## src/rtl/loc_arb_pkg.sv

```systemverilog
package loc_arb_pkg;
  typedef enum logic [1:0] {
    WIN_NONE = 2'd0,
    WIN_CTRL = 2'd1,
    WIN_DATA = 2'd2
  } win_kind_e;

  // control register bit positions
  localparam int unsigned VLD_BIT = 7;
  localparam int unsigned ACT_BIT = 5;
  localparam int unsigned OTH_BIT = 2;
  localparam int unsigned REQ_BIT = 1;

  localparam logic [7:0] RD_DEAD = 8'hFF;
endpackage

```

## src/rtl/loc_win_decode.sv

```systemverilog
module loc_win_decode
  import loc_arb_pkg::*;
#(
  parameter int          NUM_LOC  = 5,
  parameter int          LW       = 3,
  parameter int          ADDR_W   = 15,
  parameter int          WIN_BITS = 12,
  parameter int unsigned CTRL_OFS = 'h000,
  parameter int unsigned DATA_OFS = 'h024
) (
  input  logic [ADDR_W-1:0] addr_i,
  output win_kind_e         kind_o,
  output logic [LW-1:0]     loc_o,
  output logic [NUM_LOC-1:0] loc_oh_o
);
  localparam int FW = ADDR_W - WIN_BITS;

  logic [FW-1:0]       loc_full;
  logic [WIN_BITS-1:0] ofs;
  logic                loc_ok;

  assign loc_full = addr_i[ADDR_W-1:WIN_BITS];
  assign ofs      = addr_i[WIN_BITS-1:0];
  assign loc_ok   = loc_full < FW'(NUM_LOC);
  assign loc_o    = LW'(loc_full);

  always_comb begin
    kind_o = WIN_NONE;
    if (loc_ok) begin
      if (ofs == WIN_BITS'(CTRL_OFS))      kind_o = WIN_CTRL;
      else if (ofs == WIN_BITS'(DATA_OFS)) kind_o = WIN_DATA;
    end
  end

  for (genvar i = 0; i < NUM_LOC; i++) begin : g_oh
    assign loc_oh_o[i] = loc_ok && (loc_full == FW'(i));
  end
endmodule

```

## src/rtl/loc_grant.sv

```systemverilog
module loc_grant #(
  parameter int NUM_LOC = 5,
  parameter int LW      = 3
) (
  input  logic               clk_i,
  input  logic               rst_ni,
  input  logic [NUM_LOC-1:0] req_set_i,
  input  logic [NUM_LOC-1:0] rel_req_i,
  output logic [NUM_LOC-1:0] pend_o,
  output logic [NUM_LOC-1:0] own_oh_o,
  output logic               own_vld_o,
  output logic [LW-1:0]      own_o,
  output logic               change_o
);
  logic [NUM_LOC-1:0] pend_q, pend_d, set_eff, own_oh, grant_oh;
  logic               own_vld_q, own_vld_d, change_q, change_d, rel_hit;
  logic [LW-1:0]      own_q, own_d, hi_idx;
  logic               any_pend;

  for (genvar i = 0; i < NUM_LOC; i++) begin : g_own
    assign own_oh[i]   = own_vld_q && (own_q == LW'(i));
    assign grant_oh[i] = !own_vld_q && any_pend && (hi_idx == LW'(i));
  end

  // highest-numbered pending request wins
  always_comb begin
    hi_idx   = '0;
    any_pend = 1'b0;
    for (int i = 0; i < NUM_LOC; i++) begin
      if (pend_q[i]) begin
        hi_idx   = LW'(i);
        any_pend = 1'b1;
      end
    end
  end

  assign set_eff = req_set_i & ~own_oh;
  assign rel_hit = |(rel_req_i & own_oh);

  always_comb begin
    // grant clear beats a same-edge set from the granted locality
    pend_d    = (pend_q | set_eff) & ~grant_oh;
    own_vld_d = own_vld_q;
    own_d     = own_q;
    change_d  = 1'b0;
    if (own_vld_q) begin
      if (rel_hit) begin
        own_vld_d = 1'b0;
        change_d  = 1'b1;
      end
    end else if (any_pend) begin
      own_vld_d = 1'b1;
      own_d     = hi_idx;
      change_d  = 1'b1;
    end
  end

  always_ff @(posedge clk_i or negedge rst_ni) begin
    if (!rst_ni) begin
      pend_q    <= '0;
      own_vld_q <= 1'b0;
      own_q     <= '0;
      change_q  <= 1'b0;
    end else begin
      pend_q    <= pend_d;
      own_vld_q <= own_vld_d;
      own_q     <= own_d;
      change_q  <= change_d;
    end
  end

  assign pend_o    = pend_q;
  assign own_oh_o  = own_oh;
  assign own_vld_o = own_vld_q;
  assign own_o     = own_q;
  assign change_o  = change_q;


  idle_grant_chk: assert property (@(posedge clk_i) disable iff (!rst_ni)
    (!own_vld_q && (|pend_q)) |=> own_vld_q);


  top_prio_chk: assert property (@(posedge clk_i) disable iff (!rst_ni)
    (!own_vld_q && (|pend_q)) |=>
      (($past(pend_q) >> own_q) == {{(NUM_LOC-1){1'b0}}, 1'b1}));


  release_chk: assert property (@(posedge clk_i) disable iff (!rst_ni)
    (own_vld_q && rel_hit) |=> !own_vld_q);


  hold_owner_chk: assert property (@(posedge clk_i) disable iff (!rst_ni)
    (own_vld_q && !rel_hit) |=> (own_vld_q && $stable(own_q)));


  no_self_pend_chk: assert property (@(posedge clk_i) disable iff (!rst_ni)
    own_vld_q |-> !pend_q[own_q]);


  change_pulse_chk: assert property (@(posedge clk_i) disable iff (!rst_ni)
    change_q |-> ((own_vld_q != $past(own_vld_q)) || (own_q != $past(own_q))));


  change_seen_chk: assert property (@(posedge clk_i) disable iff (!rst_ni)
    (own_vld_q != $past(own_vld_q)) |-> change_q);
endmodule

```

## src/rtl/loc_rd_mux.sv

```systemverilog
module loc_rd_mux
  import loc_arb_pkg::*;
#(
  parameter int NUM_LOC = 5,
  parameter int DW      = 8
) (
  input  win_kind_e          kind_i,
  input  logic [NUM_LOC-1:0] loc_oh_i,
  input  logic [NUM_LOC-1:0] own_oh_i,
  input  logic [NUM_LOC-1:0] pend_i,
  input  logic [DW-1:0]      dp_rdata_i,
  output logic [DW-1:0]      rdata_o
);
  logic is_owner, self_pend, other_pend;

  assign is_owner   = |(loc_oh_i & own_oh_i);
  assign self_pend  = |(loc_oh_i & pend_i);
  assign other_pend = |(~loc_oh_i & pend_i);

  always_comb begin
    rdata_o = DW'(RD_DEAD);
    unique case (kind_i)
      WIN_CTRL: begin
        rdata_o          = '0;
        rdata_o[VLD_BIT] = 1'b1;
        rdata_o[ACT_BIT] = is_owner;
        rdata_o[OTH_BIT] = is_owner && other_pend;
        rdata_o[REQ_BIT] = self_pend;
      end
      WIN_DATA: if (is_owner) rdata_o = dp_rdata_i;
      default:  ;
    endcase
  end
endmodule

```

## src/rtl/loc_arbiter.sv

```systemverilog
module loc_arbiter
  import loc_arb_pkg::*;
#(
  parameter int NUM_LOC  = 5,
  parameter int ADDR_W   = 15,
  parameter int WIN_BITS = 12,
  parameter int DW       = 8,
  parameter int LW       = $clog2(NUM_LOC)
) (
  input  logic              clk_i,
  input  logic              rst_ni,
  input  logic              bus_req_i,
  input  logic              bus_we_i,
  input  logic [ADDR_W-1:0] bus_addr_i,
  input  logic [DW-1:0]     bus_wdata_i,
  output logic [DW-1:0]     bus_rdata_o,
  output logic              dp_wr_o,
  output logic              dp_rd_o,
  output logic [DW-1:0]     dp_wdata_o,
  input  logic [DW-1:0]     dp_rdata_i,
  output logic              owner_vld_o,
  output logic [LW-1:0]     owner_o,
  output logic              loc_change_o
);
  win_kind_e          kind;
  logic [LW-1:0]      dec_loc;
  logic [NUM_LOC-1:0] loc_oh, own_oh, pend, req_set, rel_req;
  logic               ctrl_wr, data_hit, own_match;

  loc_win_decode #(
    .NUM_LOC (NUM_LOC),
    .LW      (LW),
    .ADDR_W  (ADDR_W),
    .WIN_BITS(WIN_BITS)
  ) u_dec (
    .addr_i  (bus_addr_i),
    .kind_o  (kind),
    .loc_o   (dec_loc),
    .loc_oh_o(loc_oh)
  );

  assign ctrl_wr = bus_req_i && bus_we_i && (kind == WIN_CTRL);
  assign req_set = {NUM_LOC{ctrl_wr && bus_wdata_i[REQ_BIT]}} & loc_oh;
  assign rel_req = {NUM_LOC{ctrl_wr && bus_wdata_i[ACT_BIT]}} & loc_oh;

  loc_grant #(
    .NUM_LOC(NUM_LOC),
    .LW     (LW)
  ) u_grant (
    .clk_i    (clk_i),
    .rst_ni   (rst_ni),
    .req_set_i(req_set),
    .rel_req_i(rel_req),
    .pend_o   (pend),
    .own_oh_o (own_oh),
    .own_vld_o(owner_vld_o),
    .own_o    (owner_o),
    .change_o (loc_change_o)
  );

  loc_rd_mux #(
    .NUM_LOC(NUM_LOC),
    .DW     (DW)
  ) u_rd (
    .kind_i    (kind),
    .loc_oh_i  (loc_oh),
    .own_oh_i  (own_oh),
    .pend_i    (pend),
    .dp_rdata_i(dp_rdata_i),
    .rdata_o   (bus_rdata_o)
  );

  assign data_hit   = bus_req_i && (kind == WIN_DATA);
  assign own_match  = |(loc_oh & own_oh);
  assign dp_wr_o    = data_hit && bus_we_i && own_match;
  assign dp_rd_o    = data_hit && !bus_we_i && own_match;
  assign dp_wdata_o = bus_wdata_i;


  dp_owner_only_chk: assert property (@(posedge clk_i) disable iff (!rst_ni)
    (dp_wr_o || dp_rd_o) |-> (owner_vld_o && (owner_o == dec_loc)));


  reset_quiet_chk: assert property (@(posedge clk_i) disable iff (!rst_ni)
    $rose(rst_ni) |-> (!owner_vld_o && !loc_change_o));
endmodule

```

## config.mk

```make
export PLATFORM = sky130hd
export DESIGN_NAME = loc_arbiter
export DESIGN_NICKNAME = d
export VERILOG_FILES = /design/src/rtl/loc_arb_pkg.sv /design/src/rtl/loc_win_decode.sv /design/src/rtl/loc_grant.sv /design/src/rtl/loc_rd_mux.sv /design/src/rtl/loc_arbiter.sv
export SDC_FILE = /design/constraint.sdc
export NUM_CORES = 1
export LEC_CHECK = 0
export ABC_AREA = 1
export BUFFER_PORTS_ARGS = -buffer_cell sky130_fd_sc_hd__buf_2
export CORE_UTILIZATION = 40
export DETAILED_ROUTE_END_ITERATION = 10
export PLACE_DENSITY = 0.86
export SLEW_MARGIN = 15
export SYNTH_ARGS = -nofsm -noshare
export SYNTH_HDL_FRONTEND = slang
export SYNTH_SLANG_ARGS = --single-unit
```

## constraint.sdc

```tcl
create_clock -name clk_i -period 1.4 [get_ports clk_i]
set_input_delay 0.28 -clock clk_i [delete_from_list [all_inputs] [get_ports clk_i]]
set_output_delay 0.28 -clock clk_i [all_outputs]
set_load 0.005 [all_outputs]
```

==> metrics.txt, run 1 <==
crit path capture type primary output; Mapped Nets 219; final critical-path required period 2010 ps; switching share of power 25.7%; GRT Residual Overflow 0; pre-CTS setup slack -296 ps; largest net degree at the start of global routing 11; Synth Warn # 0; gpl congestion 0.942; dpl hpwl 2.23 mm; syn_area_per_cell 5.77 µm²; gr usage total 20.8%; Pleak 0.856 nW; Synth-to-Final Area Change 50.8%; Yosys cell types 20; Hold Vio Cnt, Final 0; vias in the first global route 1089; setup repair after global routing missed its margin yes; Cell Rows 18; CTS clk-pin slew, worst paths 70 ps; Buffers on Ports 45; drt via density 4.74; Initial Util 42.4%; initial antenna violation count 0; nature of the critical path startpoint flip-flop; area of the die 0.00286 mm²; run status finished with violations; GR peak layer met2; Post-Route Skew 1.22 ps; Post-route DRC 0; Final WS setup -605 ps; Crit Path Category reg2out; htree depth 1; Final nets 291; post-route cell area 0.00160 mm²; failing checks negative setup slack; Req. time, crit path 1120 ps; Vert. Die Dim 53.5 µm; peak fanout along the critical path 5; Worst EP arrival 1730 ps; power share of the clock group 37.8%; DP Area 0.00144 mm²; deepest clock path buffer count 2; num ports 58; DR WL/cell 10.9 µm; Antenna Nets Post-Route 0; Cells after Synth 184; met1 Resource Use GR 22.7%; drt first-iter violations 58; Slew Limit Fails 0; sequential share of power 41.5%; Post-Route WL 3.10 mm; global-route wire length before repair 4.28 mm; met2 Use GR 39.6%; Rel. slew slack 80.9%; die width 53.5 µm; core area 0.00250 mm²; maxcap violations 0; CTS Buf Count 3; routing usage on met3 2.30%; Mapped Area 0.00106 mm²; CTS root buffer clkbuf_4; number of flops mapped to enable cells by yosys 0; Gate power share 20.7%; Internal 0.517 mW; Layout Cells excl Fill 285; final period utilization 143%; CTS tree yes; commonest cells after routing, fill and taps aside nand2_1 (50), buf_2 (45), buf_4 (27), inv_1 (24), nor2_1 (21); Final Power 0.695 mW; Skew-Pair Late Insertion Delay 270 ps; measured slew at the worst slew-check pin 284 ps; Via Count 1350; Detailed Routing Iterations Pass 1 4; Seq cells post-synth 10; most common cell after layout, fill and taps aside nand2_1; layout cells sized above 1 47.1%; pwr dens 434 mW/mm²; ant diodes 0; P_sw 0.178 mW; post-synthesis sequential area ratio 23.6%; HP Class in2reg; placed insts 272; Peak VDD IR 0.477 mV; clk sinks 10; final setup fails 11; fmax 0.499 GHz; Post-synth top flop dfrtp_1; ys async rst share 100%
-- stage by stage --
step	TNS, ps	hold WS, ps	utilization, %
after detailed placement	-2720	153	57.5
after global routing	-6640	306	64.0
after global placement	-2220	153	57.5
after CTS	-5680	303	60.2
final	-5650	304	64.0
after floorplan	-468	-15.6	-
-- cells in the mapped netlist (4+ instances only) --
library cell	n	area share, %
dfrtp_1	10	24
o21ai_0	4	1.9
nand2_1	52	18
nor2_1	28	9.9
a21oi_1	7	3.3
inv_1	28	9.9
nand2_2	11	6.5
nor2_2	6	3.5
buf_4	9	6.4
nand3_1	14	6.6
-- worst max-delay path: stages, from the launching register on --
cell and delay, ps:
dfrtp_2 450, buf_6 120, nand4_1 80, nor2_1 160, nor2_2 80, nand2_2 130
nand2_2 80, or2_1 220, buf_2 130
-- area by class of cell --
cell class	count	area (µm²)
fill	203	900
multi-input combinational	134	667
timing repair buffer	77	492
sequential	10	255
inverter	30	113
tap	30	37.5
clock buffer	4	36.3
-- worst paths after layout --
path                                               from                          end  slack [ps]  cells after the start
max                        u_grant.own_o[0]$_DFFE_PN0P_               bus_rdata_o[7]        -610                      8
min                                      bus_wdata_i[1]  u_grant.pend_o[3]$_DFF_PN0_         300                      3
max reg2reg                u_grant.own_o[0]$_DFFE_PN0P_   u_grant.change_o$_DFF_PN0_           0                      8
min reg2reg                 u_grant.pend_o[3]$_DFF_PN0_  u_grant.pend_o[3]$_DFF_PN0_         570                      2
max in group asynchronous                        rst_ni  u_grant.own_vld_o$_DFF_PN0_         790                      2
min in group asynchronous                        rst_ni  u_grant.pend_o[1]$_DFF_PN0_         400                      2
-- flip-flops by register name (all words and copies together), names as in the netlist --
signal             cells
u_grant.own_o          3
u_grant.change_o       1
u_grant.pend_o         5
u_grant.own_vld_o      1
-- power by group through the flow --
stage | Combinational (mW) | Clock, mW | Sequential [mW]
after floorplan | 0.0744 | 0 | 0.294
after global placement | 0.134 | 0 | 0.294
after detailed placement | 0.136 | 0 | 0.294
after CTS | 0.139 | 0.266 | 0.289
after global routing | 0.160 | 0.277 | 0.288
final | 0.144 | 0.262 | 0.289
-- what timing repair did --
item                                    CTS  global route
endpoints found under the setup margin   11            17
resized for setup                         2            21
endpoints found under the hold margin    10             0
gates cloned                              0             0
setup buffers                             2             6
pin swaps                                 4            13
hold buffers                              1             0
-- kinds of logic after synthesis --
family	after synthesis	share of synthesized area (%)
AOI/OAI and AO/OA	15	7.90
buffers and inverters	40	18.0
DFF	10	23.6
and+or+nand+nor	119	50.5
-- per-layer routing --
metal | share of wire, % | wire length [µm] | vias up
met1 | 41 | 1260 | 600
li1 | - | - | 695
met4 | 1.5 | 48 | 0
met2 | 52 | 1600 | 48
met3 | 6.0 | 186 | 7
met5 | 0 | 0 | -
No activity file was read; power rests on OpenSTA's default activity.
==> run 2, diff against run 1 <==
--- a/config.mk
+++ b/config.mk
@@ -5,9 +5,8 @@
 export SDC_FILE = /design/constraint.sdc
 export NUM_CORES = 1
 export LEC_CHECK = 0
-export ABC_AREA = 1
 export BUFFER_PORTS_ARGS = -buffer_cell sky130_fd_sc_hd__buf_2
-export CORE_UTILIZATION = 40
+export CORE_UTILIZATION = 38
 export DETAILED_ROUTE_END_ITERATION = 10
 export PLACE_DENSITY = 0.86
 export SLEW_MARGIN = 15
==> run 2 against run 1 <==
Against the previous run: the run still ends with negative setup slack left; first-iteration DRC count decreased by 28%; sequential share of layout area grew 0.90 points; utilization is 3.1 points higher; combinational power shrank 3%; non-clock buffer count grew 3; clock skew up 1.5 ps; register-to-register slack worse by 160 ps; sequential power about the same; via count shrank 11%; critical path type is now in2out.
==> metrics.txt, run 2 <==
run status finished with violations; failing checks negative setup slack; nature of the critical path startpoint input port; Skew-Pair Late Insertion Delay 260 ps; Synth-to-Final Area Change 65.6%; gpl congestion 0.868; final setup fails 18; Worst EP arrival 1910 ps; ant diodes 0; post-synthesis sequential area ratio 27.9%; reg-to-reg startpoint u_grant.own_o[1]$_DFFE_PN0P_; DR WL/cell 14.9 µm; clk sinks 10; deepest clock path buffer count 2; Mapped Area 897 µm²; num ports 58; GRT Residual Overflow 0; Setup TNS Final -9170 ps; CTS Buf Count 3; Cell Rows 17; worst r2r dst u_grant.own_vld_o$_DFF_PN0_; syn_area_per_cell 7.60 µm²; Synth Warn # 0; Layout Cells excl Fill 213; Post-Route Skew 2.69 ps; largest net degree at the start of global routing 11; most common cell after layout, fill and taps aside buf_2; Req. time, crit path 1120 ps; CTS clk-pin slew, worst paths 70 ps; worst hold slack 408 ps; final critical-path required period 2190 ps; Post-Route WL 3.17 mm; Yosys cell types 34; Initial Util 40.6%; Post-route DRC 0; drt first-iter violations 42; CP Launch Point bus_addr_i[8]; top post-synthesis cells by area dfrtp_1 (28%), buf_4 (6.7%), nand2_1 (5.4%), nor4_1 (4.9%), nor2_1 (4.2%); most numerous cell in the Yosys netlist nand2_1; Synth top cells by count nand2_1 (13), dfrtp_1 (10), nor2_1 (10), buf_4 (8); vias in the first global route 1072; Final WS setup -791 ps; HP Class in2async; R2R Setup Slk -160 ps; commonest cells after routing, fill and taps aside buf_2 (43), buf_4 (29), nand2_1 (13), dfrtp_1 (10), nor2_1 (9); Rel. slew slack 76.9%; placed insts 201; Cells after Synth 118; measured slew at the worst slew-check pin 343 ps; Worst Reg-to-Reg Cells 7; Final nets 221; final period utilization 156%; layout cells sized above 1 55.7%; DP Area 0.00126 mm²; Detailed Routing Iterations Pass 1 4; ys async rst share 100%; peak fanout along the critical path 8; drt via density 5.66; post-route cell area 0.00149 mm²; Vert. Die Dim 50.6 µm; post-synth top area share 27.9%; area of the die 0.00256 mm²; number of flops mapped to enable cells by yosys 0; Slew Limit Fails 0; Crit Path Category in2out; Largest register FFs 5; CTS tree yes; pre-CTS setup slack -719 ps; largest area contributor in the netlist dfrtp_1; maxcap violations 0; crit path capture type primary output; Antenna Nets Post-Route 0; fmax 0.457 GHz; htree depth 1; Hold Vio Cnt, Final 0; Via Count 1206; pwr dens 463 mW/mm²; Mapped Nets 153; gr usage total 24.7%; core area 0.00221 mm²; dpl hpwl 2.15 mm; Post-synth top flop dfrtp_1; Pleak 0.649 nW; Peak VDD IR 0.520 mV; Final Power 0.688 mW; global-route wire length before repair 4.77 mm; fin util 67.1%; Buffers on Ports 45; CTS root buffer clkbuf_4; Seq cells post-synth 10; die width 50.6 µm; setup repair after global routing missed its margin yes; initial antenna violation count 0
==> run 2: cell count changes after synthesis, sizes merged, moves of 5 or more <==
cell / previous run / this run
clkbuf: 0 / 6
nor2: 36 / 10
nand3: 14 / 2
nor3: 2 / 7
inv: 30 / 2
a21oi: 8 / 1
o21ai: 4 / 14
nand2: 63 / 13
nor4: 0 / 8
==> run 2: cell type report <==
| type | instances | area [µm²] |
|---|---|---|
| inverters | 2 | 7.51 |
| flip-flops and latches | 10 | 250 |
| repair buffers | 80 | 522 |
| clock buffers | 4 | 36.3 |
| well taps | 28 | 35.0 |
| multi-input cells | 89 | 634 |
| fillers | 166 | 727 |
==> run 2: how the worst max path moves through the flow <==
stage	to	cells after the start
6_report	bus_rdata_o[7]	7
3_3_place_gp	bus_rdata_o[7]	7
4_1_cts	bus_rdata_o[7]	7
3_5_place_dp	dp_rd_o	7
2_1_floorplan	dp_rd_o	6
5_1_grt	bus_rdata_o[7]	7
==> run 2: repair_timing <==
action,CTS,global route
buffers inserted,5,3
endpoints found under the hold margin,10,0
hold buffers,1,0
gates cloned,0,0
endpoints found under the setup margin,17,17
pin swaps,14,5
gates resized for setup,19,7
==> run 2: metal layers <==
metal / up-vias / track usage, % / part of all wire [%]
met5: - / 0 / 0
met4: 0 / 12.0 / 0.91
met3: 4 / 3.33 / 7.2
met2: 78 / 39.3 / 51
met1: 558 / 32.6 / 41
li1: 566 / - / -
==> run 2: where the power goes <==
group	switching, mW	internal [mW]	leakage (nW)	total [mW]
clock network	0.102	0.158	0.0210	0.260
registers	0.0000113	0.289	0.108	0.289
logic	0.0677	0.0719	0.520	0.140
total	0.170	0.518	0.649	0.688
==> run 2: critical path, stage by stage <==
cell	delay, ps
buf_2	120
or4_1	560
nor4_1	300
nand4b_1	170
buf_6	170
or2_1	190
buf_2	120
==> run 2: cells by family after synthesis <==
logic type / synth area share (%)
AND/OR/NAND/NOR: 31.8
AO/OA/AOI/OAI: 22.9
flip-flops: 27.9
XOR/XNOR: 1.95
multiplexers: 3.77
buffers and inverters: 11.7
==> run 3, diff against run 2 <==
--- a/config.mk
+++ b/config.mk
@@ -13,3 +13,4 @@
 export SYNTH_ARGS = -nofsm -noshare
 export SYNTH_HDL_FRONTEND = slang
 export SYNTH_SLANG_ARGS = --single-unit
+export TNS_END_PERCENT = 20
==> run 3 against run 2 <==
Against the previous run: the flow still finishes with violations (negative setup slack); non-clock buffer count fell by 3; register-to-register slack better by 110 ps; power decreased by 9.4%; clock power fell by 26%; final cell count decreased by 1.9%; combinational power is essentially flat; worst setup slack better by 50 ps.
==> metrics.txt, run 3 (synthesis results as in run 2) <==
Synth-to-Final Area Change 57.5%; GRT Residual Overflow 0; switching share of power 26.0%; fin util 63.9%; Buffers on Ports 45; vias in the first global route 1070; DR WL/cell 15.9 µm; sequential share of power 46.3%; commonest cells after routing, fill and taps aside buf_2 (43), buf_4 (29), nand2_1 (13), nor2_1 (10), dfrtp_1 (10); Final WS setup -740 ps; DP Area 0.00128 mm²; Antenna Nets Post-Route 0; Internal 0.461 mW; drt first-iter violations 69; initial antenna violation count 0; crit path cell chain xor2_1, nor4_4, a31oi_1, nand4b_1, buf_6, or2_1, buf_2; Post-Route Skew 6.04 ps; global-route wire length before repair 4.77 mm; Detailed Routing Iterations Pass 1 4; maxcap violations 0; pwr dens 441 mW/mm²; crit path capture type primary output; footprint of the multi-input gates 609 µm²; Req. time, crit path 1120 ps; CP peak stage delay 410 ps; peak fanout along the critical path 8; FF/Latch Area 250 µm²; Skew-Pair Late Insertion Delay 260 ps; Rel. slew slack 77.2%; area of the die 0.00256 mm²; setup repair after global routing missed its margin yes; Initial Util 40.6%; Via Count 1210; post-route cell area 0.00141 mm²; gpl congestion 0.901; CTS clk-pin slew, worst paths 60 ps; clk sinks 10; num ports 58; worst hold slack 369 ps; deepest clock path buffer count 2; final setup fails 18; drt via density 5.79; Pleak 0.603 nW; core area 0.00221 mm²; CTS tree yes; Post-route DRC 0; measured slew at the worst slew-check pin 339 ps; GR peak layer met2; cell family with most CP delay simple AND/OR/NAND/NOR gates; Final nets 218; final period utilization 153%; final critical-path required period 2140 ps; P_sw 0.162 mW; fillcell total 192; Post-Route WL 3.31 mm; CTS root buffer clkbuf_4; Cell Rows 17; htree depth 1; die width 50.6 µm; CTS Buf Count 3; power share of the clock group 30.7%; Setup TNS Final -7720 ps; Gate power share 22.9%; Slowest-stage cell, CP dfrtp_1; met1 Resource Use GR 30.3%; nature of the critical path startpoint flip-flop; run status finished with violations; gr usage total 25.0%; Worst EP arrival 1860 ps; Slew Limit Fails 0; dpl hpwl 2.39 mm; largest net degree at the start of global routing 11; Peak VDD IR 0.468 mV; pre-CTS setup slack -681 ps; placed insts 203; crit path buf inv count 2; fmax 0.467 GHz; Largest register FFs 5; Crit Path Category reg2out; Layout Cells excl Fill 209; met2 Use GR 44.4%; routing usage on met3 2.42%; HP Class in2reg; Hold Vio Cnt, Final 0; layout cells sized above 1 51.4%; ant diodes 0; Final Power 0.623 mW; failing checks negative setup slack; Vert. Die Dim 50.6 µm; most common cell after layout, fill and taps aside buf_2
-- run 3: cell count changes in the layout (fill, tap and decap cells not counted), sizes merged --
cell,change
buf,-3
clkbuf,-1
-- run 3: worst min-delay path, delay by kind of cell --
family                 cells  cell delay [ps]
AND/OR/NAND/NOR            1              130
buffers and inverters      1              100
AO/OA/AOI/OAI              1               70
-- run 3: repair_timing --
action	in CTS	in global routing
pin swaps	10	0
endpoints found under the setup margin	17	17
hold endpoints to repair	10	0
setup buffers	1	1
hold buffers	1	0
resized for setup	14	3
-- run 3: area by class of cell --
cell class | count | share of cell area (%)
Timing Repair Buffer | 77 | 34.5
Multi-Input combinational cell | 89 | 43.1
Clock buffer | 3 | 1.59
Sequential cell | 10 | 17.7
Inverter | 2 | 0.531
Tap cell | 28 | 2.48
-- run 3: per-layer routing --
metal / share of wire (%) / up-vias
li1: - / 560
met1: 37 / 561
met2: 52 / 75
met3: 7.9 / 14
met4: 3.1 / 0
met5: 0 / -
-- run 3: path summary, 6_finish.rpt --
kind                                               from                      endpoint  slack, ps  cells after the start
min in group asynchronous                        rst_ni  u_grant.own_o[0]$_DFFE_PN0P_        410                      2
max in group asynchronous                        rst_ni  u_grant.own_o[1]$_DFFE_PN0P_        790                      2
max reg2reg                u_grant.own_o[1]$_DFFE_PN0P_   u_grant.own_vld_o$_DFF_PN0_        -50                      6
min                                      bus_wdata_i[5]    u_grant.change_o$_DFF_PN0_        370                      3
max                        u_grant.own_o[1]$_DFFE_PN0P_                bus_rdata_o[7]       -740                      7
min reg2reg                u_grant.own_o[2]$_DFFE_PN0P_  u_grant.own_o[2]$_DFFE_PN0P_        620                      3
-- run 3: power by group through the flow --
| stage | Combinational (mW) | Clock, mW | Sequential [mW] |
|---|---|---|---|
| 2_1_floorplan | 0.0518 | 0 | 0.294 |
| 3_3_place_gp | 0.120 | 0 | 0.294 |
| 3_5_place_dp | 0.124 | 0 | 0.294 |
| 4_1_cts | 0.135 | 0.197 | 0.289 |
| 5_1_grt | 0.153 | 0.212 | 0.289 |
| 6_report | 0.143 | 0.192 | 0.289 |
